## src/rtl/spis_pkg.sv

```systemverilog
package spis_pkg;

    localparam logic [3:0] MODE_SLV_SEL  = 4'b0100;
    localparam logic [3:0] MODE_SLV_FREE = 4'b0101;

    typedef struct packed {
        logic active;
        logic use_sel;
        logic early_out;
        logic cpol;
        logic rx_only;
    } cfg_t;

    typedef struct packed {
        logic sample;
        logic shift;
    } edges_t;

    function automatic cfg_t decode_cfg(input logic en, input logic [3:0] mode,
                                        input logic cpol, input logic early_out,
                                        input logic rx_only);
        cfg_t c;
        c.use_sel   = (mode == MODE_SLV_SEL);
        c.active    = en && (c.use_sel || ((mode == MODE_SLV_FREE) && !early_out));
        c.early_out = early_out;
        c.cpol      = cpol;
        c.rx_only   = rx_only;
        return c;
    endfunction

    function automatic edges_t classify_edges(input logic rise, input logic fall,
                                              input logic cpol, input logic early_out);
        edges_t e;
        logic lead;
        logic trail;
        lead     = cpol ? fall : rise;
        trail    = cpol ? rise : fall;
        e.sample = early_out ? lead : trail;
        e.shift  = early_out ? trail : lead;
        return e;
    endfunction

endpackage

```

## src/rtl/spis_sync.sv

```systemverilog
module spis_sync #(
    parameter int N = 3,
    parameter int STAGES = 2,
    parameter logic [N-1:0] RST_VAL = '0
) (
    input  logic         clk,
    input  logic         rst,
    input  logic [N-1:0] async_in,
    output logic [N-1:0] sync_q
);
    logic [N-1:0] chain [STAGES];

    always_ff @(posedge clk) begin
        if (rst) begin
            for (int s = 0; s < STAGES; s++) chain[s] <= RST_VAL;
        end else begin
            chain[0] <= async_in;
            for (int s = 1; s < STAGES; s++) chain[s] <= chain[s-1];
        end
    end

    assign sync_q = chain[STAGES-1];
endmodule

```

## src/rtl/spis_shifter.sv

```systemverilog
module spis_shifter #(
    parameter int W = 8
) (
    input  logic         clk,
    input  logic         rst,
    input  logic         run,
    input  logic         sample,
    input  logic         shift,
    input  logic         prime,
    input  logic         sdi_s,
    input  logic [W-1:0] tx_word,
    output logic         out_bit,
    output logic [W-1:0] rx_word,
    output logic         done,
    output logic         busy
);
    localparam int CW = $clog2(W);
    localparam logic [CW-1:0] LAST = CW'(W - 1);

    logic [CW-1:0] cnt;
    logic [W-1:0]  in_sr;
    logic [W-1:0]  out_sr;
    logic          load_pend;
    logic          in_byte;
    logic          done_q;

    always_ff @(posedge clk) begin
        if (rst) begin
            cnt       <= '0;
            in_sr     <= '0;
            out_sr    <= '0;
            load_pend <= 1'b1;
            in_byte   <= 1'b0;
            done_q    <= 1'b0;
        end else begin
            done_q <= 1'b0;
            if (!run) begin
                cnt       <= '0;
                in_byte   <= 1'b0;
                load_pend <= 1'b1;
            end else begin
                if (prime) begin
                    out_sr    <= tx_word;
                    in_byte   <= 1'b1;
                    load_pend <= 1'b0;
                end else if (shift) begin
                    if (load_pend) begin
                        out_sr    <= tx_word;
                        in_byte   <= 1'b1;
                        load_pend <= 1'b0;
                    end else begin
                        out_sr <= out_sr << 1;
                    end
                end
                if (sample) begin
                    in_sr <= {in_sr[W-2:0], sdi_s};
                    if (cnt == LAST) begin
                        cnt       <= '0;
                        done_q    <= 1'b1;
                        in_byte   <= 1'b0;
                        load_pend <= 1'b1;
                    end else begin
                        cnt <= cnt + 1'b1;
                    end
                end
            end
        end
    end

    assign out_bit = out_sr[W-1];
    assign rx_word = in_sr;
    assign done    = done_q;
    assign busy    = in_byte;

    // losing select or enable clears the bit counter
    assert_cnt_clear_R6: assert property (@(posedge clk) disable iff (rst)
        !run |=> (cnt == '0));

    // a completed byte leaves the counter at zero for the next one
    assert_done_wrap_R2: assert property (@(posedge clk) disable iff (rst)
        done_q |-> (cnt == '0) && !in_byte);
endmodule

```

## src/rtl/spis_bufs.sv

```systemverilog
module spis_bufs #(
    parameter int W = 8
) (
    input  logic         clk,
    input  logic         rst,
    input  logic         tx_wr,
    input  logic [W-1:0] tx_data,
    input  logic         busy,
    input  logic         done,
    input  logic [W-1:0] rx_word,
    input  logic         rx_rd,
    input  logic         err_clr,
    output logic [W-1:0] tx_word,
    output logic [W-1:0] rx_data,
    output logic         rx_full,
    output logic         wcol,
    output logic         ovf
);
    logic [W-1:0] tx_q;
    logic [W-1:0] rx_q;
    logic         full_q;
    logic         wcol_q;
    logic         ovf_q;

    always_ff @(posedge clk) begin
        if (rst) begin
            tx_q   <= '0;
            rx_q   <= '0;
            full_q <= 1'b0;
            wcol_q <= 1'b0;
            ovf_q  <= 1'b0;
        end else begin
            if (err_clr) begin
                wcol_q <= 1'b0;
                ovf_q  <= 1'b0;
            end
            if (tx_wr) begin
                if (busy) wcol_q <= 1'b1;
                else      tx_q   <= tx_data;
            end
            if (rx_rd) full_q <= 1'b0;
            if (done) begin
                if (full_q && !rx_rd) begin
                    ovf_q <= 1'b1;
                end else begin
                    rx_q   <= rx_word;
                    full_q <= 1'b1;
                end
            end
        end
    end

    assign tx_word = tx_q;
    assign rx_data = rx_q;
    assign rx_full = full_q;
    assign wcol    = wcol_q;
    assign ovf     = ovf_q;

    // a late write leaves the buffer alone and raises the flag
    assert_wcol_keep_R10: assert property (@(posedge clk) disable iff (rst)
        (tx_wr && busy) |=> (wcol_q && $stable(tx_q)));

    // an unread byte is not overwritten
    assert_no_overwrite_R11: assert property (@(posedge clk) disable iff (rst)
        (done && full_q && !rx_rd) |=> (ovf_q && $stable(rx_q)));

    // a completion into a free buffer marks it full
    assert_fill_R2: assert property (@(posedge clk) disable iff (rst)
        (done && !(full_q && !rx_rd)) |=> full_q);
endmodule

```

## src/rtl/spis_port.sv

```systemverilog
module spis_port
    import spis_pkg::*;
#(
    parameter int W = 8,
    parameter int SYNC_STAGES = 2
) (
    input  logic         clk,
    input  logic         rst,
    input  logic         en,
    input  logic [3:0]   mode,
    input  logic         cpol,
    input  logic         early_out,
    input  logic         rx_only,
    input  logic         sck,
    input  logic         ss_n,
    input  logic         sdi,
    output logic         sdo,
    output logic         sdo_oe,
    input  logic         tx_wr,
    input  logic [W-1:0] tx_data,
    input  logic         rx_rd,
    input  logic         err_clr,
    output logic [W-1:0] rx_data,
    output logic         rx_full,
    output logic         byte_done,
    output logic         wcol,
    output logic         ovf
);
    cfg_t   cfg;
    edges_t edg;
    logic [2:0]   pins_s;
    logic         sck_s, ss_s, sdi_s;
    logic         sck_d, ss_d;
    logic         selected, run, prime;
    logic         busy, done;
    logic [W-1:0] tx_word, rx_word;

    assign cfg = decode_cfg(en, mode, cpol, early_out, rx_only);

    spis_sync #(.N(3), .STAGES(SYNC_STAGES), .RST_VAL(3'b010)) u_sync (
        .clk      (clk),
        .rst      (rst),
        .async_in ({sdi, ss_n, sck}),
        .sync_q   (pins_s)
    );

    assign sck_s = pins_s[0];
    assign ss_s  = pins_s[1];
    assign sdi_s = pins_s[2];

    always_ff @(posedge clk) begin
        if (rst) begin
            sck_d <= 1'b0;
            ss_d  <= 1'b1;
        end else begin
            sck_d <= sck_s;
            ss_d  <= ss_s;
        end
    end

    assign edg      = classify_edges(sck_s & ~sck_d, ~sck_s & sck_d, cfg.cpol, cfg.early_out);
    assign selected = cfg.use_sel ? ~ss_s : 1'b1;
    assign run      = cfg.active & selected;
    assign prime    = run & cfg.use_sel & cfg.early_out & ss_d & ~ss_s;

    spis_shifter #(.W(W)) u_shift (
        .clk     (clk),
        .rst     (rst),
        .run     (run),
        .sample  (edg.sample),
        .shift   (edg.shift),
        .prime   (prime),
        .sdi_s   (sdi_s),
        .tx_word (tx_word),
        .out_bit (sdo),
        .rx_word (rx_word),
        .done    (done),
        .busy    (busy)
    );

    spis_bufs #(.W(W)) u_bufs (
        .clk     (clk),
        .rst     (rst),
        .tx_wr   (tx_wr),
        .tx_data (tx_data),
        .busy    (busy),
        .done    (done),
        .rx_word (rx_word),
        .rx_rd   (rx_rd),
        .err_clr (err_clr),
        .tx_word (tx_word),
        .rx_data (rx_data),
        .rx_full (rx_full),
        .wcol    (wcol),
        .ovf     (ovf)
    );

    // Release uses the raw select pin so it does not wait for the synchronizer
    assign sdo_oe    = cfg.active & ~cfg.rx_only & (cfg.use_sel ? ~ss_n : 1'b1);
    assign byte_done = done;

    // a high select never leaves the output driven
    assert_release_R6: assert property (@(posedge clk) disable iff (rst)
        ((mode == MODE_SLV_SEL) && ss_n) |-> !sdo_oe);

    // receive-only keeps the output released
    assert_rx_only_R9: assert property (@(posedge clk) disable iff (rst)
        rx_only |-> !sdo_oe);

    // early output without select gating is not a legal mode
    assert_illegal_idle_R8: assert property (@(posedge clk) disable iff (rst)
        ((mode == MODE_SLV_FREE) && early_out) |-> !sdo_oe);
endmodule

```

## config.mk

```make
export PLATFORM = sky130hd
export DESIGN_NAME = spis_port
export DESIGN_NICKNAME = d
export VERILOG_FILES = /design/src/rtl/spis_pkg.sv /design/src/rtl/spis_sync.sv /design/src/rtl/spis_shifter.sv /design/src/rtl/spis_bufs.sv /design/src/rtl/spis_port.sv
export SDC_FILE = /design/constraint.sdc
export NUM_CORES = 1
export LEC_CHECK = 0
export ABC_AREA = 1
export BUFFER_PORTS_ARGS = -buffer_cell sky130_fd_sc_hd__buf_2
export CORE_ASPECT_RATIO = 0.7
export CORE_UTILIZATION = 45
export DETAILED_ROUTE_END_ITERATION = 6
export PLACE_DENSITY = 0.77
export SKIP_CTS_REPAIR_TIMING = 1
export SLEW_MARGIN = 30
export SYNTH_ARGS = -nofsm -noshare
export SYNTH_HDL_FRONTEND = slang
export SYNTH_SLANG_ARGS = --single-unit
```

## constraint.sdc

```tcl
create_clock -name clk -period 1.7 [get_ports clk]
set_input_delay 0.255 -clock clk [delete_from_list [all_inputs] [get_ports clk]]
set_output_delay 0.255 -clock clk [all_outputs]
set_load 0.01 [all_outputs]
```

==> impl_metrics.csv <==
group,metric,value,unit
run_status,outcome,"finished clean",
finish,drive_above_1_share,22.0,%
critical_path,timing.reg2reg.setup_slack,0.32,ns
critical_path,timing.rr.start,"sck_d",
pwr,vdd_drop_max,0.456,mV
synth,synth.top_cell.area_share,47.6,%
finish,insertedDiodeCount,0,
critical_path,worst_ep_arrival_time,1.58,ns
synth,synth-edff-count,0,
run,cap_violations,0,
floorplan,die-width,82.9,um
placed_design,portBuffers,37,
timing,worst_slew_pin_slew,0.288,ns
global_routing,groute.layer.met1.usage,20.3,%
worst_hold_path,timing.hold.worst.class,"input port to register",
timing,setup_viol,0,
synth,syn_area,2060,um2
synth,synth_seq_area_share,47.6,%
drt,post_drt_via_cell_ratio,4.53,
drt,drtAntennaViolNets,0,
placed_design,postPlaceCellArea,2290,um2
cts,clock_tree.buffer_depth,2,
synth,synthesis.area_per_instance,7.33,um2
floorplan,floorplan.die.height,58.6,um
timing,max_freq,723,MHz
pwr,power-per-cell-area,860,nW/um2
critical_path,reg2regPathDepth,9,
placed_design,detailedPlacementHpwl,2.82,mm
floorplan,io-pin-count,38,
cts,cts_made_buffers,5,
cts,worst_setup_hold_path_clk_slew,0.09,ns
global_routing,grt_first_pass_wirelength,6.69,mm
timing,setup_repair_after_global_routing_missed_its_margin,"false",
synth,synth-compound-area-share,9.84,%
drt,avgRoutedWirePerCell,10.0,um
timing,timing.slew.headroom,80.8,%
placed_design,weighted_congestion_reported_at_the_end_of_routability_driven_placement,0.772,
floorplan,start_util,47.1,%
timing,worst_clock_skew,0.00902,ns
global_routing,grtUsageTotal,17.6,%
synth,post_synth_inst_count,281,
finish,mostFrequentLayoutCell,"nor2_1",
drt,dr.first_iter.drc_count,44,
global_routing,grt_start_max_net_pins,17,
cts,clk_root_buffer_cell,"clkbuf_8",
global_routing,initial_antenna_violation_count,0,
synth,ys_async_sr_fraction,0,%
critical_path,start_kind,"register",
cts,worstSkewPairLatency,0.31,ns
finish,layout.cells.most_common_list,"nor2_1 (79), nand2_1 (49), dfxtp_1 (49)",
finish,postLayoutCellArea,2390,um2
global_routing,gr-max-usage-layer,"met2",
critical_path,worstSetupEndpointType,"register",
timing,timing.final.crit_period,1.38,ns
critical_path,required,1.90,ns
cts,h-tree-depth,2,
timing,period_share,81.3,%
drt,totalWireLength,3.79,mm
pwr,static-leakage-power,1.15,nW
global_routing,globalRouteMet2Util,31.5,%
synth,synth_nets,307,
finish,nets,348,
drt,drt_first_pass_iters,4,
drt,total_drc_errors_in_the_routed_layout,0,
synth,synthXorXnorAreaFrac,0,%
drt,vias,1712,
critical_path,critPathMaxFanout,8,
global_routing,first_global_vias,1596,
synth,synth_mux_area_share,0,%
synth,synth_adder_area_share,1.21,%
floorplan,fp.dieArea,4860,um2
synth,largest_family_of_logic_cells_by_synthesized_area,"simple AND/OR/NAND/NOR gates",
floorplan,core_area,4380,um2
critical_path,rr_endpoint,"u_shift.out_sr[0]",
synth,synth_simple_gate_area_share,32.8,%
finish,flow.area_growth_from_synthesis,16.1,%
synth,synth.distinct_cells,27,
global_routing,globalRouteMet3Util,6.73,%
finish,area_of_combinational_cells_with_multiple_inputs,903,um2
critical_path,cp-endpoint,"u_shift.out_sr[0]",
synth,yosysWarnings,0,
finish,register_area,981,um2
finish,fillerInstances,429,
floorplan,floorplan.rows,20,
cts,clock_sink_count,49,
timing,hold_violations,0,
synth,ys_seq_elements,49,
synth,post_synth_main_area_contributors,"dfxtp_1 (48%), nor2_1 (14%), nand2_1 (8.9%)",
global_routing,total_overflow_reported_by_the_global_router,0,
synth,synth_top_area_cell,"dfxtp_1",
timing,slew_viol_final,0,
critical_path,setup.worst_path.start,"sck_d",
synth,ys_dominant_reg_cell,"dfxtp_1",
cts,tritoncts,"done",
timing,post_route_setup_tns,0,ns
critical_path,worst-setup-path-type,"register to register",
[routing by layer]
layer  routed length (um)  share of wire [%]
met1                 1980                 52
met4                   27               0.71
met3                  121                3.2
met5                    0                  0
met2                 1660                 44
[worst min path at each step]
stage,from,endpoint,cells past startpoint
after global routing,sck,u_sync.chain[0][0],3
after detailed placement,u_sync.chain[0][2],u_sync.chain[0][5],2
after floorplan,rst,u_sync.chain[0][1],1
after global placement,u_sync.chain[0][0],u_sync.chain[0][3],2
after CTS,sck,u_sync.chain[0][0],3
final,sck,u_sync.chain[0][0],3
[state kept, by name, summed over array words and instances (netlist names)]
| signal | flops |
|---|---|
| u_shift.load_pend | 1 |
| u_shift.rx_word | 8 |
| u_bufs.rx_full | 1 |
| ss_d | 1 |
| u_bufs.ovf | 1 |
| u_shift.out_sr | 8 |
| u_shift.cnt | 3 |
| u_bufs.rx_data | 8 |
| u_bufs.tx_word | 8 |
| u_shift.busy | 1 |
| u_bufs.wcol | 1 |
| u_sync.chain | 6 |
| sck_d | 1 |
| u_shift.done | 1 |
[metrics by stage]
stage	instances	power [mW]	worst slack (ns)	utilization (%)	hold slack, ns
6_report	378	2.06	0.317	54.6	0.139
5_1_grt	378	2.16	0.194	54.6	0.118
4_1_cts	378	2.09	0.316	54.6	0.127
3_5_place_dp	370	1.35	0.330	52.4	0.395
3_3_place_gp	370	1.35	0.359	52.4	0.389
2_1_floorplan	281	1.30	0.529	-	0.359
[logic make-up (layout without fill, tap and decap cells)]
logic type | Yosys count | count (layout)
DFF | 49 | 49
AOI/OAI and AO/OA | 35 | 35
buffers and inverters | 41 | 83
adders and majority gates | 2 | 2
and+or+nand+nor | 154 | 154
[critical path, stage by stage (launching register included)]
cell and delay, ns:
dfxtp_1 0.39, inv_1 0.07, nand3_1 0.09, nand3_1 0.08, nand2_1 0.17, nand2_1 0.11
nand2_2 0.16, nand2_1 0.07, nand2_1 0.09, nor2_2 0.03
[layout make-up]
class,instances,area share (%)
multi-input combinational,191,37.8
clock inverter,2,0.680
inverter,36,5.86
tap,55,2.88
sequential,49,41.0
timing repair buffer,39,8.37
clock buffer,6,3.45
[cells in the mapped netlist (2+ instances only)]
cell type	n
nor2_1	79
dfxtp_1	49
nand2_1	49
inv_1	32
o21ai_0	27
nand3_1	7
nand2_2	6
a21oi_1	4
inv_2	3
nor2_4	3
clkbuf_1	2
ha_1	2
nand2_4	2
nor2_2	2
or2_2	2
[where the power goes]
part	internal [mW]	switching, mW	total (mW)
Combinational	0.0580	0.0853	0.143
Sequential	1.17	0.0119	1.18
Clock	0.335	0.396	0.731
No activity file was read; power rests on OpenSTA's default activity.
